===== src/rtl/crst_pkg.sv =====
package crst_pkg;
  typedef enum logic [2:0] {
    ST_RUN   = 3'd0,
    ST_AWAIT = 3'd1,
    ST_RESET = 3'd2,
    ST_RWAIT = 3'd3,
    ST_INIT  = 3'd4
  } crst_state_e;

  function automatic int crst_max3(input int a, input int b, input int c);
    int m;
    m = (a > b) ? a : b;
    return (m > c) ? m : c;
  endfunction
endpackage


===== src/rtl/crst_tick_cnt.sv =====
module crst_tick_cnt #(
  parameter int CW = 10
) (
  input  logic          clk,
  input  logic          rst_n,
  input  logic          clr,
  input  logic          en,
  input  logic [CW-1:0] limit,
  output logic          hit
);
  logic [CW-1:0] cnt;

  assign hit = en && (cnt == limit - CW'(1));

  always_ff @(posedge clk) begin
    if (!rst_n || clr) cnt <= '0;
    else if (en)       cnt <= cnt + CW'(1);
  end
endmodule


===== src/rtl/crst_fsm.sv =====
module crst_fsm
  import crst_pkg::*;
#(
  parameter int ASSERT_TICKS  = 5,
  parameter int RELEASE_TICKS = 2,
  parameter int INIT_TICKS    = 516,
  parameter int CW            = 10
) (
  input  logic          clk,
  input  logic          rst_n,
  input  logic          fs_tick,
  input  logic          sw_run,
  input  logic          hit,
  output logic          cnt_clr,
  output logic          cnt_en,
  output logic [CW-1:0] limit,
  output logic          int_rst,
  output logic          busy,
  output logic          init_ok
);
  localparam logic [CW-1:0] LIM_ASSERT  = CW'(ASSERT_TICKS);
  localparam logic [CW-1:0] LIM_RELEASE = CW'(RELEASE_TICKS);
  localparam logic [CW-1:0] LIM_INIT    = CW'(INIT_TICKS);

  crst_state_e state, nxt;
  logic        ok_q, ok_d;

  always_comb begin
    case (state)
      ST_AWAIT: limit = LIM_ASSERT;
      ST_RWAIT: limit = LIM_RELEASE;
      ST_INIT:  limit = LIM_INIT;
      default:  limit = '0;
    endcase
  end

  assign cnt_en = fs_tick &&
                  (state == ST_AWAIT || state == ST_RWAIT || state == ST_INIT);

  always_comb begin
    nxt  = state;
    ok_d = ok_q;
    case (state)
      ST_RUN: begin
        if (!sw_run) nxt = ST_AWAIT;
      end
      ST_AWAIT: begin
        if (sw_run) begin
          nxt = ok_q ? ST_RUN : ST_INIT;
        end else if (hit) begin
          nxt  = ST_RESET;
          ok_d = 1'b0;
        end
      end
      ST_RESET: begin
        if (sw_run) nxt = ST_RWAIT;
      end
      ST_RWAIT: begin
        if (!sw_run)  nxt = ST_RESET;
        else if (hit) nxt = ST_INIT;
      end
      ST_INIT: begin
        if (!sw_run) begin
          nxt = ST_AWAIT;
        end else if (hit) begin
          nxt  = ST_RUN;
          ok_d = 1'b1;
        end
      end
      default: begin
        nxt  = ST_RESET;
        ok_d = 1'b0;
      end
    endcase
  end

  assign cnt_clr = (nxt != state);

  always_ff @(posedge clk) begin
    if (!rst_n) begin
      state <= ST_RESET;
      ok_q  <= 1'b0;
    end else begin
      state <= nxt;
      ok_q  <= ok_d;
    end
  end

  assign int_rst = (state == ST_RESET) || (state == ST_RWAIT);
  assign busy    = (state == ST_INIT) && !hit;
  assign init_ok = ok_q;
endmodule


===== src/rtl/crst_adc_gate.sv =====
module crst_adc_gate #(
  parameter int W = 16
) (
  input  logic         pass,
  input  logic         in_valid,
  output logic         in_ready,
  input  logic [W-1:0] in_data,
  output logic         out_valid,
  input  logic         out_ready,
  output logic [W-1:0] out_data
);
  assign out_valid = in_valid;
  assign in_ready  = out_ready;

  for (genvar i = 0; i < W; i++) begin : g_bit
    assign out_data[i] = in_data[i] & pass;
  end
endmodule


===== src/rtl/crst_seq.sv =====
module crst_seq
  import crst_pkg::*;
#(
  parameter int W             = 16,
  parameter int ASSERT_TICKS  = 5,
  parameter int RELEASE_TICKS = 2,
  parameter int INIT_TICKS    = 516
) (
  input  logic         clk,
  input  logic         rst_n,
  input  logic         fs_tick,
  input  logic         sw_run,
  input  logic         adc_in_valid,
  output logic         adc_in_ready,
  input  logic [W-1:0] adc_in_data,
  output logic         adc_out_valid,
  input  logic         adc_out_ready,
  output logic [W-1:0] adc_out_data,
  output logic         int_rst,
  output logic         adc_init_busy,
  output logic         op_normal,
  output logic         sdto_force_low,
  output logic         dac_pd,
  output logic         adc_pd
);
  localparam int MAXT = crst_max3(ASSERT_TICKS, RELEASE_TICKS, INIT_TICKS);
  localparam int CW   = $clog2(MAXT + 1);

  logic          cnt_clr, cnt_en, hit;
  logic [CW-1:0] limit;
  logic          rst_i, ok_i;

  crst_tick_cnt #(.CW(CW)) u_cnt (
    .clk   (clk),
    .rst_n (rst_n),
    .clr   (cnt_clr),
    .en    (cnt_en),
    .limit (limit),
    .hit   (hit)
  );

  crst_fsm #(
    .ASSERT_TICKS  (ASSERT_TICKS),
    .RELEASE_TICKS (RELEASE_TICKS),
    .INIT_TICKS    (INIT_TICKS),
    .CW            (CW)
  ) u_fsm (
    .clk     (clk),
    .rst_n   (rst_n),
    .fs_tick (fs_tick),
    .sw_run  (sw_run),
    .hit     (hit),
    .cnt_clr (cnt_clr),
    .cnt_en  (cnt_en),
    .limit   (limit),
    .int_rst (rst_i),
    .busy    (adc_init_busy),
    .init_ok (ok_i)
  );

  crst_adc_gate #(.W(W)) u_gate (
    .pass      (ok_i),
    .in_valid  (adc_in_valid),
    .in_ready  (adc_in_ready),
    .in_data   (adc_in_data),
    .out_valid (adc_out_valid),
    .out_ready (adc_out_ready),
    .out_data  (adc_out_data)
  );

  assign int_rst        = rst_i;
  assign op_normal      = ok_i;
  assign sdto_force_low = rst_i;
  assign dac_pd         = rst_i;
  assign adc_pd         = rst_i;
endmodule


===== config.mk =====
export PLATFORM = sky130hd
export DESIGN_NAME = crst_seq
export DESIGN_NICKNAME = d
export VERILOG_FILES = /design/src/rtl/crst_pkg.sv /design/src/rtl/crst_tick_cnt.sv /design/src/rtl/crst_fsm.sv /design/src/rtl/crst_adc_gate.sv /design/src/rtl/crst_seq.sv
export SDC_FILE = /design/constraint.sdc
export NUM_CORES = 1
export LEC_CHECK = 0
export ABC_AREA = 1
export BUFFER_PORTS_ARGS = -buffer_cell sky130_fd_sc_hd__buf_2
export CORE_MARGIN = 2
export CORE_UTILIZATION = 51
export CTS_CLUSTER_SIZE = 24
export DETAILED_ROUTE_END_ITERATION = 12
export PLACE_DENSITY = 0.84
export RECOVER_POWER = 100
export SETUP_SLACK_MARGIN = 0.3
export SLEW_MARGIN = 5
export SYNTH_ARGS = -nofsm -noshare
export SYNTH_HDL_FRONTEND = slang
export SYNTH_SLANG_ARGS = --single-unit

===== constraint.sdc =====
create_clock -name clk -period 7.05 [get_ports clk]
set_input_delay 1.41 -clock clk [delete_from_list [all_inputs] [get_ports clk]]
set_output_delay 1.41 -clock clk [all_outputs]
set_load 0.02 [all_outputs]

# Word level (Yosys, flattened, before mapping)
# Index checks and enable logic that the tools add are counted.
# Widths: inputs -> output; s select.
[word_totals]
reg_bits = 14
in_bits = 22
out_inout_bits = 24
word_cells = 60
[classes]
add_sub_neg = 2
n_eq_ne = 10
mux = 16
bitwise = 17
n_reduce_logical = 12
[op_table]
columns = ["operator", "n"]
rows = [
  ["$pmux 10 s3", 1],
  ["$mux 3", 9],
  ["$and 1x1->1", 16],
  ["$pmux 3 s5", 1],
  ["$add 10x1->10 const B", 1],
  ["$eq 10x10->1", 1],
  ["$sub 10x1->10 const B", 1],
  ["$eq 3x2->1 const B", 2],
  ["$reduce_and 5->1", 1],
  ["$logic_or 1x1->1", 4],
  ["$mux 1", 4],
  ["$ne 2x1->1 const B", 2],
  ["$ne 2x2->1 const B", 2],
  ["$eq 3x1->1 const B", 1],
  ["$eq 3x3->1 const B", 1],
  ["$logic_and 1x1->1", 3],
  ["$logic_not 3->1", 1],
  ["$ne 3x3->1", 1],
  ["$pmux 1 s3", 1],
  ["$reduce_or 3->1", 1],
  ["$logic_not 1->1", 2],
  ["$not 1->1", 1],
]

# Depth between registers and ports, before layout
# Gate-level depths: netlist of run 1.
[depth]
depth_word = 10
ltp_mapped = 20
ltp_nobuf = 19

# Modules after synthesis
# Synthesis of run 1 repeated with hierarchy kept, for this count alone.
[hier_totals]
cells_unflattened = 252
hier_area_um2 = 1460.2
[by_module_without_submodules]
columns = ["module", "n_inst", "cells_per_inst", "area_each_um2", "seq_area_each_um2"]
rows = [
  ["crst_tick_cnt", 1, 146, 847.1, 200.2],
  ["crst_fsm", 1, 67, 411.6, 80.1],
  ["crst_adc_gate", 1, 36, 178.9, 0.0],
  ["crst_seq", 1, 3, 22.5, 0.0],
]

# Worst setup path after synthesis of run 1
# No wires, ideal clock.
[synth_timing]
path_kind = "input to output"
from = "in fs_tick"
to = "out adc_init_busy"
arrival_ns = 1.985
required_time_ns = 5.640
setup_slack_ns = 3.655
cell_stages = 7
n_path_buf = 0
cell_sequence = "nand2_1 nor2_1 nand2_1 nor2_2 nand3_2 nand2_1 inv_1"
[synth_between]
elab_chain_cells = 4
[synth_lines]
columns = ["element", "line_no", "rtl"]
rows = [
  ["from (decl)", "crst_seq.sv:11", "input logic fs_tick,"],
  ["$logic_and 1x1->1", "crst_fsm.sv:37", "assign cnt_en = fs_tick &&"],
  ["$logic_and 1x1->1", "crst_tick_cnt.sv:13", "assign hit = en && (cnt == limit - CW'(1));"],
  ["$logic_not 1->1", "crst_fsm.sv:90", "assign busy = (state == ST_INIT) && !hit;"],
  ["$logic_and 1x1->1", "crst_fsm.sv:90", ""],
  ["to (decl)", "crst_seq.sv:20", "output logic adc_init_busy,"],
]
# No other way between the ends.

# Final worst setup path of run 1
[layout_timing]
from = "reg u_fsm.state[0]"
to = "out adc_init_busy"
[layout_between]
elab_chain_cells = 7
word_cells_on_any_way = 12
classes_between = "1 x add/sub; 4 x eq/ne; 1 x mux; 6 x reduce/logical"
[layout_lines]
columns = ["element", "line_no", "rtl"]
rows = [
  ["from (decl)", "crst_fsm.sv:25", "crst_state_e state, nxt;"],
  ["from (signal assigned)", "crst_fsm.sv:84", "state <= nxt;"],
  ["$eq 3x3->1, or another cell as far along", "crst_fsm.sv:29, crst_fsm.sv:38, crst_fsm.sv:90", ""],
  ["$pmux 10 s3 or $logic_or 1x1->1 (tied branches)", "crst_fsm.sv:29, crst_fsm.sv:38", ""],
  ["$sub 10x1->10 or $logic_or 1x1->1 (tied branches)", "crst_tick_cnt.sv:13, crst_fsm.sv:38", ""],
  ["$eq 10x10->1 or $logic_and 1x1->1 (tied branches)", "crst_tick_cnt.sv:13, crst_fsm.sv:37", ""],
  ["$logic_and 1x1->1", "crst_tick_cnt.sv:13", ""],
  ["$logic_not 1->1", "crst_fsm.sv:90", ""],
  ["$logic_and 1x1->1 (*)", "crst_fsm.sv:90", ""],
]
# Mark *: on every way between the ends. The rest lies on a longest branch, timed or not.

==> results of run 1 <==
-- logic make-up (layout without fill, tap and decap cells) --
group / after synthesis / after routing / share of synthesized area, %
DFF: 14 / 14 / 25.72
and+or+nand+nor: 93 / 93 / 38.23
adders and majority gates: 3 / 3 / 3.445
buffers and inverters: 48 / 85 / 18.94
xor gates and xnor gates: 9 / 9 / 7.233
AOI/OAI and AO/OA: 13 / 13 / 6.430
-- cell usage in the layout, fill, tap and decap left out, types with 2 or more instances in the layout --
cell type	count
nand2_1	50
nand4_1	2
inv_2	2
nand3_1	10
a21oi_1	4
inv_1	38
xor2_1	9
o21ai_0	6
clkbuf_4	3
buf_2	19
clkbuf_1	22
nor2_1	19
dfxtp_1	14
nand2_2	4
nor2_2	5
ha_1	3
-- how the worst max path moves through the flow --
stage / start / end / slack, ps / cells after the start
finish: u_fsm.state[0]$_SDFF_PN0_ / adc_init_busy / 3050 / 14
global route: u_fsm.state[0]$_SDFF_PN0_ / adc_init_busy / 2820 / 14
CTS: u_fsm.state[0]$_SDFF_PN0_ / adc_init_busy / 3110 / 14
detailed placement: fs_tick / adc_init_busy / 3380 / 9
global placement: fs_tick / adc_init_busy / 3420 / 9
floorplan: fs_tick / adc_init_busy / 3650 / 7
-- power by group through the flow --
stage / clock [mW] / combinational, mW / sequential (mW)
floorplan: 0 / 0.0420 / 0.0858
CTS: 0.0605 / 0.0523 / 0.0853
global placement: 0 / 0.0520 / 0.0870
detailed placement: 0 / 0.0522 / 0.0871
finish: 0.0583 / 0.0489 / 0.0854
global route: 0.0640 / 0.0555 / 0.0858
-- worst max-delay path, cell delays in order (launching register included) --
cell,delay (ps)
dfxtp_1,480
inv_1,120
nor3_1,270
inv_1,120
ha_1,200
ha_1,280
nand2_1,70
inv_1,30
nor2_1,70
nand2_1,60
nor2_1,110
nand3_1,170
nand2_1,130
inv_1,40
clkbuf_1,160
-- sequential cells by signal, indices dropped and copies added, names as in the netlist --
signal / flops
u_cnt.cnt: 10
u_fsm.init_ok: 1
u_fsm.state: 3
-- metal layers --
metal	vias to the layer above	GRT usage (%)	part of all wire [%]
met2	25	31.36	46
li1	607	-	-
met4	0	5.556	0
met3	0	2.976	5.0
met1	485	23.44	49
met5	-	0	0
-- cell type report --
type                            count  area [sq um]  share of cell area, %
Clock buffer                        4         36.28                  2.871
Inverter                           40         150.1                  11.88
Multi-Input combinational cell    118         585.6                  46.34
Sequential cell                    14         280.3                  22.18
Tap cell                           27         33.78                  2.673
Timing Repair Buffer               41         177.7                  14.06
==> impl_metrics.csv, run 1 <==
group,metric,value,unit
final_layout,post_route_cells_drive_above_1_share,16.59,%
critical_path,timing.reg2reg.setup_slack,4090,ps
power,combPwrFrac,25.4,%
detailed_routing,drcViolationCount,0,
power,irDropWorstVdd,0.09653,mV
grt,grt_pass1_wl,3684,microns
run,timing.max_cap.violations,0,
grt,grt.total_usage,18.36,%
sta,final.setup.worst_slack,3046,ps
yosys,synthMostInstantiatedCell,"nand2_1",
cts,insertion_delay,280,ps
sta,slew-limit-headroom,64.20,%
sta,report.final.slew_viol_count,0,
yosys,most_common_flop_cell_mapped_by_yosys,"dfxtp_1",
yosys,syn_area_per_cell,6.054,sq um
critical_path,worst_r2r_startpoint,"u_fsm.state[0]$_SDFF_PN0_",
power,static-leakage-power,0.7111,nW
yosys,synthCells,180,
place,place.detailed.instances,240,
place,hpwlAfterDp,1804,microns
cts,clk_transition_reported_paths,90,ps
grt,grt_overflow,0,
detailed_routing,via_count,1117,
power,portion_of_total_power_attributed_to_the_clock_network,30.3,%
sta,holdWs,550.5,ps
cts,tritoncts,"yes",
cts,postCtsSetupBuffers,0,
sta,fmax,0.2497,GHz
critical_path,arrival,2590,ps
place,port-buffer-count,41,
cts,cts.sinks,14,
floorplanning,start_util,54.99,%
yosys,synth.yosys.seq_area_share,25.72,%
place,place.gp.congestion,0.9706,
yosys,cell_taking_the_most_area_after_synthesis,"dfxtp_1",
critical_path,worstPathRequired,5640,ps
critical_path,startpoint_type,"flip-flop",
final_layout,flow.area_growth_from_synthesis,15.96,%
place,postPlaceCellArea,1272,sq um
critical_path,setup.worst_path.class,"reg -> out",
place,placement.setup.worst_slack,3385,ps
detailed_routing,detailedRoute.firstPassIterationCount,4,
yosys,synth_top_area_share,25.72,%
power,switchingPower,62.65,uW
detailed_routing,vias_per_std_cell,4.578,
sta,final-setup-viol-count,0,
sta,rsz0062_at_grt,"false",
floorplanning,fp.dieH,50.23,microns
yosys,synth_top_cells_by_area,"dfxtp_1 (26%), nand2_1 (17%), inv_1 (13%), xor2_1 (7.2%), nor2_1 (6.5%)",
grt,first_global_vias,913,
sta,fin_worst_skew,4.388,ps
yosys,synth.lib_cells_used.distinct,23,
hold_path,min_from,"u_cnt.cnt[9]$_SDFFE_PP0P_",
critical_path,setup.worst_path.end_class,"output port",
yosys,yosys_warnings,0,
power,internal-power,129.9,uW
critical_path,reg2reg_to,"u_cnt.cnt[1]$_SDFFE_PP0P_",
power,switching_share,32.53,%
final_layout,stdcell_count,244,
detailed_routing,drt_iter0_drc,34,
power,power_per_cell_area,152.4,nW/um^2
cts,cts_made_buffers,3,
grt,number_of_antenna_violations_at_the_first_check_in_global_routing,0,
final_layout,antenna_cells_inserted,0,
floorplanning,die_w,50.23,microns
final_layout,layout.cell_area.non_filler,1264,sq um
outcome,status,"finished clean",
sta,fin_crit_sh,56.80,%
floorplanning,design.portCount,46,
yosys,post_synthesis_cell_area,1090,sq um
hold_path,worst_hold_path.num_cells,2,
hold_path,whs_endpoint,"u_cnt.cnt[9]$_SDFFE_PP0P_",
cts,ctsHtreeMaxLevel,1,
cts,clockRootBuffer,"clkbuf_4",
critical_path,ff2ff_path_depth,19,
detailed_routing,finalWirelength,2235,microns
power,totalPowerFinal,192.6,uW
floorplanning,design.core.area,1982,sq um
sta,tightest_slew,536.3,ps
yosys,synth_top_cells_by_count,"nand2_1 (50), inv_1 (38), nor2_1 (19)",
yosys,ys_async_sr_fraction,0,%
sta,finalHoldViolCount,0,
cts,post_cts_hold_buffer_count,0,
critical_path,critPathMaxFanout,7,
final_layout,layout.nets,243,
sta,final.setup.tns,0,ps
floorplanning,core.rowCount,16,
sta,period_minus_slack,4004,ps
grt,largest_net_degree_at_the_start_of_global_routing,20,
cts,cts_max_path_buffers,2,
yosys,ys_ff_latch,14,
yosys,total_nets_after_synthesis,205,
floorplanning,die_area,2523,sq um
detailed_routing,antenna_violating_nets_post_route,0,
final_layout,postLayoutCoreUtil,63.76,%
cts,cts.repair.resized,0,
detailed_routing,route.detailed.wl_per_inst,9.160,microns
yosys,synth_edf_count,0,
final_layout,fillCellCount,198,
hold_path,hold_crit_class,"reg -> reg",
power,share_seq_of_total_power,44.4,%
Power figures use the tool's default switching activity.
==> inputs of run 2 (changes only) <==
CORE_UTILIZATION = 43   (was 51)
PLACE_DENSITY = 0.76   (was 0.84)
clock period = 3.2 ns   (was 7.05 ns; I/O delays follow)
==> impl_metrics.csv, run 2 (synthesis gave the netlist of run 1 again) <==
group,metric,value,unit
outcome,status,"finished clean",
final_layout,flow.area_growth_from_synthesis,26.29,%
power,irDropWorstVdd,0.2049,mV
critical_path,critical-path-max-stage-delay,380,ps
grt,largest_net_degree_at_the_start_of_global_routing,20,
detailed_routing,antenna_violating_nets_post_route,0,
final_layout,layout_commonest_cell,"nand2_1",
critical_path,arrival,2260,ps
detailed_routing,vias_per_std_cell,4.713,
critical_path,startpoint_type,"flip-flop",
sta,report.final.slew_viol_count,0,
detailed_routing,route.detailed.wl_per_inst,10.21,microns
critical_path,worstPathRequired,2560,ps
place,placement.setup.worst_slack,372.4,ps
sta,fin_worst_skew,4.156,ps
sta,final.setup.worst_slack,295.2,ps
floorplanning,die_area,2953,sq um
critical_path,setup.worst_path.end_class,"output port",
grt,grt_pass1_wl,3574,microns
final_layout,largest-register,"u_cnt.cnt",
floorplanning,start_util,44.80,%
place,port-buffer-count,41,
power,static-leakage-power,0.7370,nW
cts,clk_transition_reported_paths,90,ps
place,hpwlAfterDp,1793,microns
detailed_routing,drt_iter0_drc,39,
final_layout,layout.cells.most_common_list,"nand2_1 (50), inv_1 (34), clkbuf_1 (21)",
sta,final.setup.tns,0,ps
critical_path,critPathLaunch,"u_fsm.state[1]$_SDFF_PN1_",
final_layout,largest_register_ff_count,10,
sta,period_minus_slack,2905,ps
grt,first_global_vias,913,
cts,cts_max_path_buffers,2,
cts,clockRootBuffer,"clkbuf_4",
run,timing.max_cap.violations,0,
sta,tightest_slew,539.9,ps
sta,fin_crit_sh,90.77,%
detailed_routing,via_count,1183,
sta,final-setup-viol-count,0,
critical_path,critPathMaxFanout,3,
sta,finalHoldViolCount,0,
grt,grt.total_usage,16.56,%
floorplanning,core.rowCount,18,
detailed_routing,drcViolationCount,0,
final_layout,layout.nets,248,
floorplanning,design.portCount,46,
sta,rsz0062_at_grt,"false",
power,power_per_cell_area,311.3,nW/um^2
floorplanning,die_w,54.34,microns
cts,ctsHtreeMaxLevel,1,
sta,fmax,0.3443,GHz
final_layout,post_route_cells_drive_above_1_share,24.43,%
hold_path,hold_crit_class,"reg -> reg",
critical_path,worst_path_max_delay_cell,"dfxtp_4",
grt,grt_overflow,0,
final_layout,antenna_cells_inserted,0,
hold_path,min_from,"u_cnt.cnt[9]$_SDFFE_PP0P_",
critical_path,setup.worst_path.class,"reg -> out",
cts,insertion_delay,290,ps
floorplanning,design.core.area,2432,sq um
grt,number_of_antenna_violations_at_the_first_check_in_global_routing,0,
critical_path,worst_r2r_startpoint,"u_fsm.state[1]$_SDFF_PN1_",
cts,tritoncts,"yes",
sta,slew-limit-headroom,63.96,%
detailed_routing,detailedRoute.firstPassIterationCount,4,
cts,cts.sinks,14,
cts,cts_made_buffers,3,
place,place.gp.congestion,0.8636,
floorplanning,fp.dieH,54.34,microns
critical_path,worstPathCellList,"inv_4 -> nor3_4 -> inv_2 -> ha_4 -> ha_4 -> nand2_1 -> inv_1 -> nor2_1 -> nand2_1 -> nor2_1 -> nand3_2 -> nand2_2 -> inv_1 -> buf_6",
detailed_routing,finalWirelength,2563,microns
[run 2: changes by cell type in the layout (fill, tap and decap cells not counted), moves of 3 or more]
cell / before / now
inv_1: 38 / 34
dfxtp_1: 14 / 11
inv_2: 2 / 5
dfxtp_4: 0 / 3
buf_4: 0 / 3
[run 2: timing repair]
| action | 4_1_cts | 5_1_grt |
|---|---|---|
| endpoints found under the setup margin | 1 | 1 |
| setup buffers | 1 | 4 |
| hold buffers | 0 | 0 |
| pin swaps | 0 | 6 |
| gates resized for setup | 5 | 17 |
[run 2: cell type report]
class,instances,area (sq um)
inverter,40,152.6
tap,30,37.54
fill,253,1056
multi-input combinational,118,649.4
sequential,14,291.5
timing repair buffer,46,222.7
clock buffer,3,22.52
[run 2: stage by stage]
stage	instances	power [mW]	hold slack (ps)	util (%)	area (sq um)
after floorplan	180	0.2818	494.2	-	1090
after global placement	243	0.3056	512.3	52.47	1276
after detailed placement	243	0.3074	526.8	52.47	1276
after CTS	247	0.4119	548.4	54.22	1319
after global routing	251	0.4531	609.9	56.58	1376
final	251	0.4285	545.5	56.58	1376
[run 2: routing by layer]
metal	wire, microns	global-route usage (%)
met1	1160	21.82
met2	1200	25.70
met3	145	2.732
met4	57	8.750
met5	0	0
[run 2: power breakdown]
group | switching (mW) | internal, mW | leakage (nW)
Sequential | 0.00900 | 0.179 | 0.115
Clock | 0.0603 | 0.0438 | 0.0138
Combinational | 0.0836 | 0.0524 | 0.609
Total | 0.153 | 0.275 | 0.737
[run 2: critical path: cells and delay by family, from the launching register on]
family,cells,cell delay (ps)
adder cells (fa/ha/maj),2,400
AND/OR/NAND/NOR,7,860
flip-flops,1,380
buffers and inverters,5,330
[run 2: worst paths after layout]
| kind | end | slack, ps | depth (start not counted) |
|---|---|---|---|
| min reg2reg | u_cnt.cnt[9]$_SDFFE_PP0P_ | 550 | 2 |
| min | u_cnt.cnt[9]$_SDFFE_PP0P_ | 550 | 2 |
| max | adc_init_busy | 300 | 14 |
| max reg2reg | u_cnt.cnt[3]$_SDFFE_PP0P_ | 570 | 19 |
==> inputs of run 3 (changes only) <==
ABC_AREA = 0   (was 1)
CORE_MARGIN = 5   (was 2)
CORE_UTILIZATION = 41   (was 43)
PLACE_DENSITY = 0.74   (was 0.76)
==> impl_metrics.csv, run 3 <==
group,metric,value,unit
outcome,status,"finished clean",
cts,ctsHtreeMaxLevel,1,
yosys,ys_ff_latch,14,
grt,largest_net_degree_at_the_start_of_global_routing,21,
critical_path,critical-path-max-stage-delay,410,ps
floorplanning,design.portCount,46,
power,portion_of_total_power_attributed_to_the_clock_network,35.9,%
sta,period_minus_slack,2989,ps
place,hpwlAfterDp,1863,microns
detailed_routing,finalWirelength,2700,microns
power,switching_share,23.43,%
yosys,synth.lib_cells_used.distinct,37,
final_layout,flow.area_growth_from_synthesis,27.64,%
floorplanning,fp.dieH,59.29,microns
grt,grt.total_usage,15.61,%
yosys,post_synth_fa_ha_maj_area_fraction,3.769,%
cts,cts_made_buffers,3,
cts,clockRootBuffer,"clkbuf_4",
yosys,synthCells,126,
detailed_routing,route.detailed.wl_per_inst,13.85,microns
critical_path,startpoint_type,"flip-flop",
place,placement.setup.worst_slack,234.0,ps
yosys,cell_taking_the_most_area_after_synthesis,"dfxtp_1",
final_layout,postLayoutCoreUtil,55.85,%
final_layout,antenna_cells_inserted,0,
yosys,synth_xor_xnor_area_share,10.55,%
place,place.gp.congestion,0.8114,
critical_path,timing.reg2reg.setup_slack,440,ps
yosys,synth.yosys.seq_area_share,28.14,%
final_layout,fillCellCount,210,
sta,holdWs,524.9,ps
critical_path,cp_bufs_invs,2,
final_layout,largest-register,"u_cnt.cnt",
sta,final-setup-viol-count,0,
floorplanning,core.rowCount,17,
final_layout,multi_input_comb_area,664.4,sq um
detailed_routing,via_count,1071,
sta,final.setup.worst_slack,211.4,ps
final_layout,largest_register_ff_count,10,
critical_path,worst_path_most_repeated_cell,"ha_1",
place,port-buffer-count,41,
sta,rsz0062_at_grt,"true",
sta,slew-limit-headroom,69.87,%
yosys,synth_top_area_share,28.14,%
yosys,total_nets_after_synthesis,151,
critical_path,arrival,2350,ps
final_layout,layout.cells.most_common_list,"buf_2 (21), clkbuf_1 (21), and2_1 (15)",
yosys,multiplexer_area_fraction_after_synthesis,1.005,%
floorplanning,die_area,3515,sq um
critical_path,worst_path_max_delay_cell,"or4_1",
hold_path,hold_crit_class,"reg -> reg",
yosys,syn_area_per_cell,7.904,sq um
sta,tightest_slew,451.4,ps
yosys,most_common_flop_cell_mapped_by_yosys,"dfxtp_1",
grt,grt_pass1_wl,4271,microns
sta,fin_crit_sh,93.39,%
power,static-leakage-power,0.5368,nW
yosys,ys_async_sr_fraction,0,%
detailed_routing,drcViolationCount,0,
power,internal-power,266.4,uW
critical_path,setup.worst_path.class,"reg -> out",
run,timing.max_cap.violations,0,
yosys,complex_gate_fraction_of_the_synthesized_area,11.31,%
cts,tritoncts,"yes",
detailed_routing,drt_iter0_drc,65,
sta,fmax,0.3346,GHz
final_layout,post_route_cells_drive_above_1_share,24.55,%
detailed_routing,antenna_violating_nets_post_route,0,
power,irDropWorstVdd,0.2173,mV
cts,insertion_delay,280,ps
yosys,synth_top_family_by_area,"simple AND/OR/NAND/NOR gates",
grt,grt_overflow,0,
yosys,yosys_warnings,0,
grt,first_global_vias,975,
critical_path,worstPathCellList,"nor3b_4 -> inv_1 -> ha_1 -> ha_1 -> or4_1 -> a22o_1 -> nor3_4 -> nor2_1 -> clkbuf_1",
yosys,synth_top_cells_by_count,"and2_1 (17), dfxtp_1 (14), nor2_1 (12)",
detailed_routing,vias_per_std_cell,5.492,
floorplanning,start_util,43.76,%
power,share_seq_of_total_power,50.7,%
detailed_routing,detailedRoute.firstPassIterationCount,4,
sta,final.setup.tns,0,ps
place,place.detailed.instances,184,
critical_path,setup.worst_path.end_class,"output port",
cts,clk_transition_reported_paths,80,ps
yosys,synth_edf_count,0,
final_layout,layout.nets,193,
sta,report.final.slew_viol_count,0,
cts,cts.sinks,14,
floorplanning,design.core.area,2276,sq um
yosys,synth_top_cells_by_area,"dfxtp_1 (28%), and2_1 (11%), xor2_1 (7.0%), buf_4 (4.5%), nor2_1 (4.5%)",
sta,finalHoldViolCount,0,
critical_path,critPathMaxFanout,7,
power,switchingPower,81.50,uW
critical_path,category_of_cells_accounting_for_the_largest_share_of_critical_path_delay,"simple AND/OR/NAND/NOR gates",
cts,cts_max_path_buffers,2,
sta,fin_worst_skew,1.240,ps
power,power_per_cell_area,273.7,nW/um^2
critical_path,worstPathRequired,2560,ps
yosys,post_synth_and_or_nand_nor_area_fraction,37.56,%
final_layout,stdcell_count,195,
grt,number_of_antenna_violations_at_the_first_check_in_global_routing,0,
floorplanning,die_w,59.29,microns
final_layout,storage_element_area,291.5,sq um
yosys,synthMostInstantiatedCell,"and2_1",
yosys,post_synthesis_cell_area,996.0,sq um
power,combPwrFrac,13.3,%
[run 3: cell count changes in the layout (fill, tap and decap cells not counted), moves of 3 or more]
cell      previous run  this run
nand2_1             50         9
inv_1               34         2
and2_1               0        15
nand2b_1             0         6
nor2_1              18        12
nor2_2               6         0
inv_2                5         0
buf_4                3         7
nand2_2              4         0
nand3_1              8         4
o21ai_0              6         2
xnor2_1              0         4
and3_1               0         3
[run 3: cell families (layout without fill, tap and decap cells)]
| family | after synthesis | count (layout) |
|---|---|---|
| simple gates | 66 | 66 |
| compound gates | 16 | 16 |
| flops | 14 | 14 |
| buf+inv | 14 | 55 |
| xor+xnor | 12 | 12 |
| fa+ha+maj | 3 | 3 |
| mux | 1 | 1 |
[run 3: layout make-up]
type / count / share of cell area (%)
Clock buffer: 4 / 2.854
Multi-Input combinational cell: 98 / 52.26
Sequential cell: 14 / 22.93
Inverter: 2 / 0.5906
Tap cell: 28 / 2.756
Timing Repair Buffer: 49 / 18.60
[run 3: power by group through the flow]
| stage | combinational [mW] | clock (mW) | sequential (mW) |
|---|---|---|---|
| 4_1_cts | 0.0448 | 0.130 | 0.176 |
| 3_5_place_dp | 0.0378 | 0 | 0.183 |
| 2_1_floorplan | 0.0290 | 0 | 0.181 |
| 3_3_place_gp | 0.0364 | 0 | 0.183 |
| 5_1_grt | 0.0511 | 0.141 | 0.177 |
| 6_report | 0.0464 | 0.125 | 0.176 |
[run 3: what timing repair did]
action	CTS	global route
buffers inserted	7	0
pin swaps	2	0
resized for setup	12	1
setup endpoints to repair	1	1
hold buffers	0	0
[run 3: metal layers]
layer	up-vias	track usage, %	wire, microns
met4	0	7.767	60
met5	-	0	0
li1	513	-	-
met1	478	17.67	1075
met3	11	4.793	286
met2	69	26.21	1278
[run 3: worst min-delay path, stage by stage (launching register included)]
cell and delay (ps):
dfxtp_1 350, nand2_1 70, a21oi_1 60
[run 3: path summary, 6_finish.rpt]
check                           cells past startpoint                      start                         to
worst min register to register                      2  u_cnt.cnt[1]$_SDFFE_PP0P_  u_cnt.cnt[1]$_SDFFE_PP0P_
worst max register to register                     10  u_fsm.state[0]$_SDFF_PN0_  u_cnt.cnt[7]$_SDFFE_PP0P_
worst min-delay path                                2  u_cnt.cnt[1]$_SDFFE_PP0P_  u_cnt.cnt[1]$_SDFFE_PP0P_
worst max-delay path                                9  u_fsm.state[0]$_SDFF_PN0_              adc_init_busy
[run 3: through the flow]
step | instance area [sq um] | total power [mW]
after floorplan | 1001 | 0.2096
after detailed placement | 1180 | 0.2207
after CTS | 1301 | 0.3512
after global placement | 1180 | 0.2190
after global routing | 1271 | 0.3689
final | 1271 | 0.3479
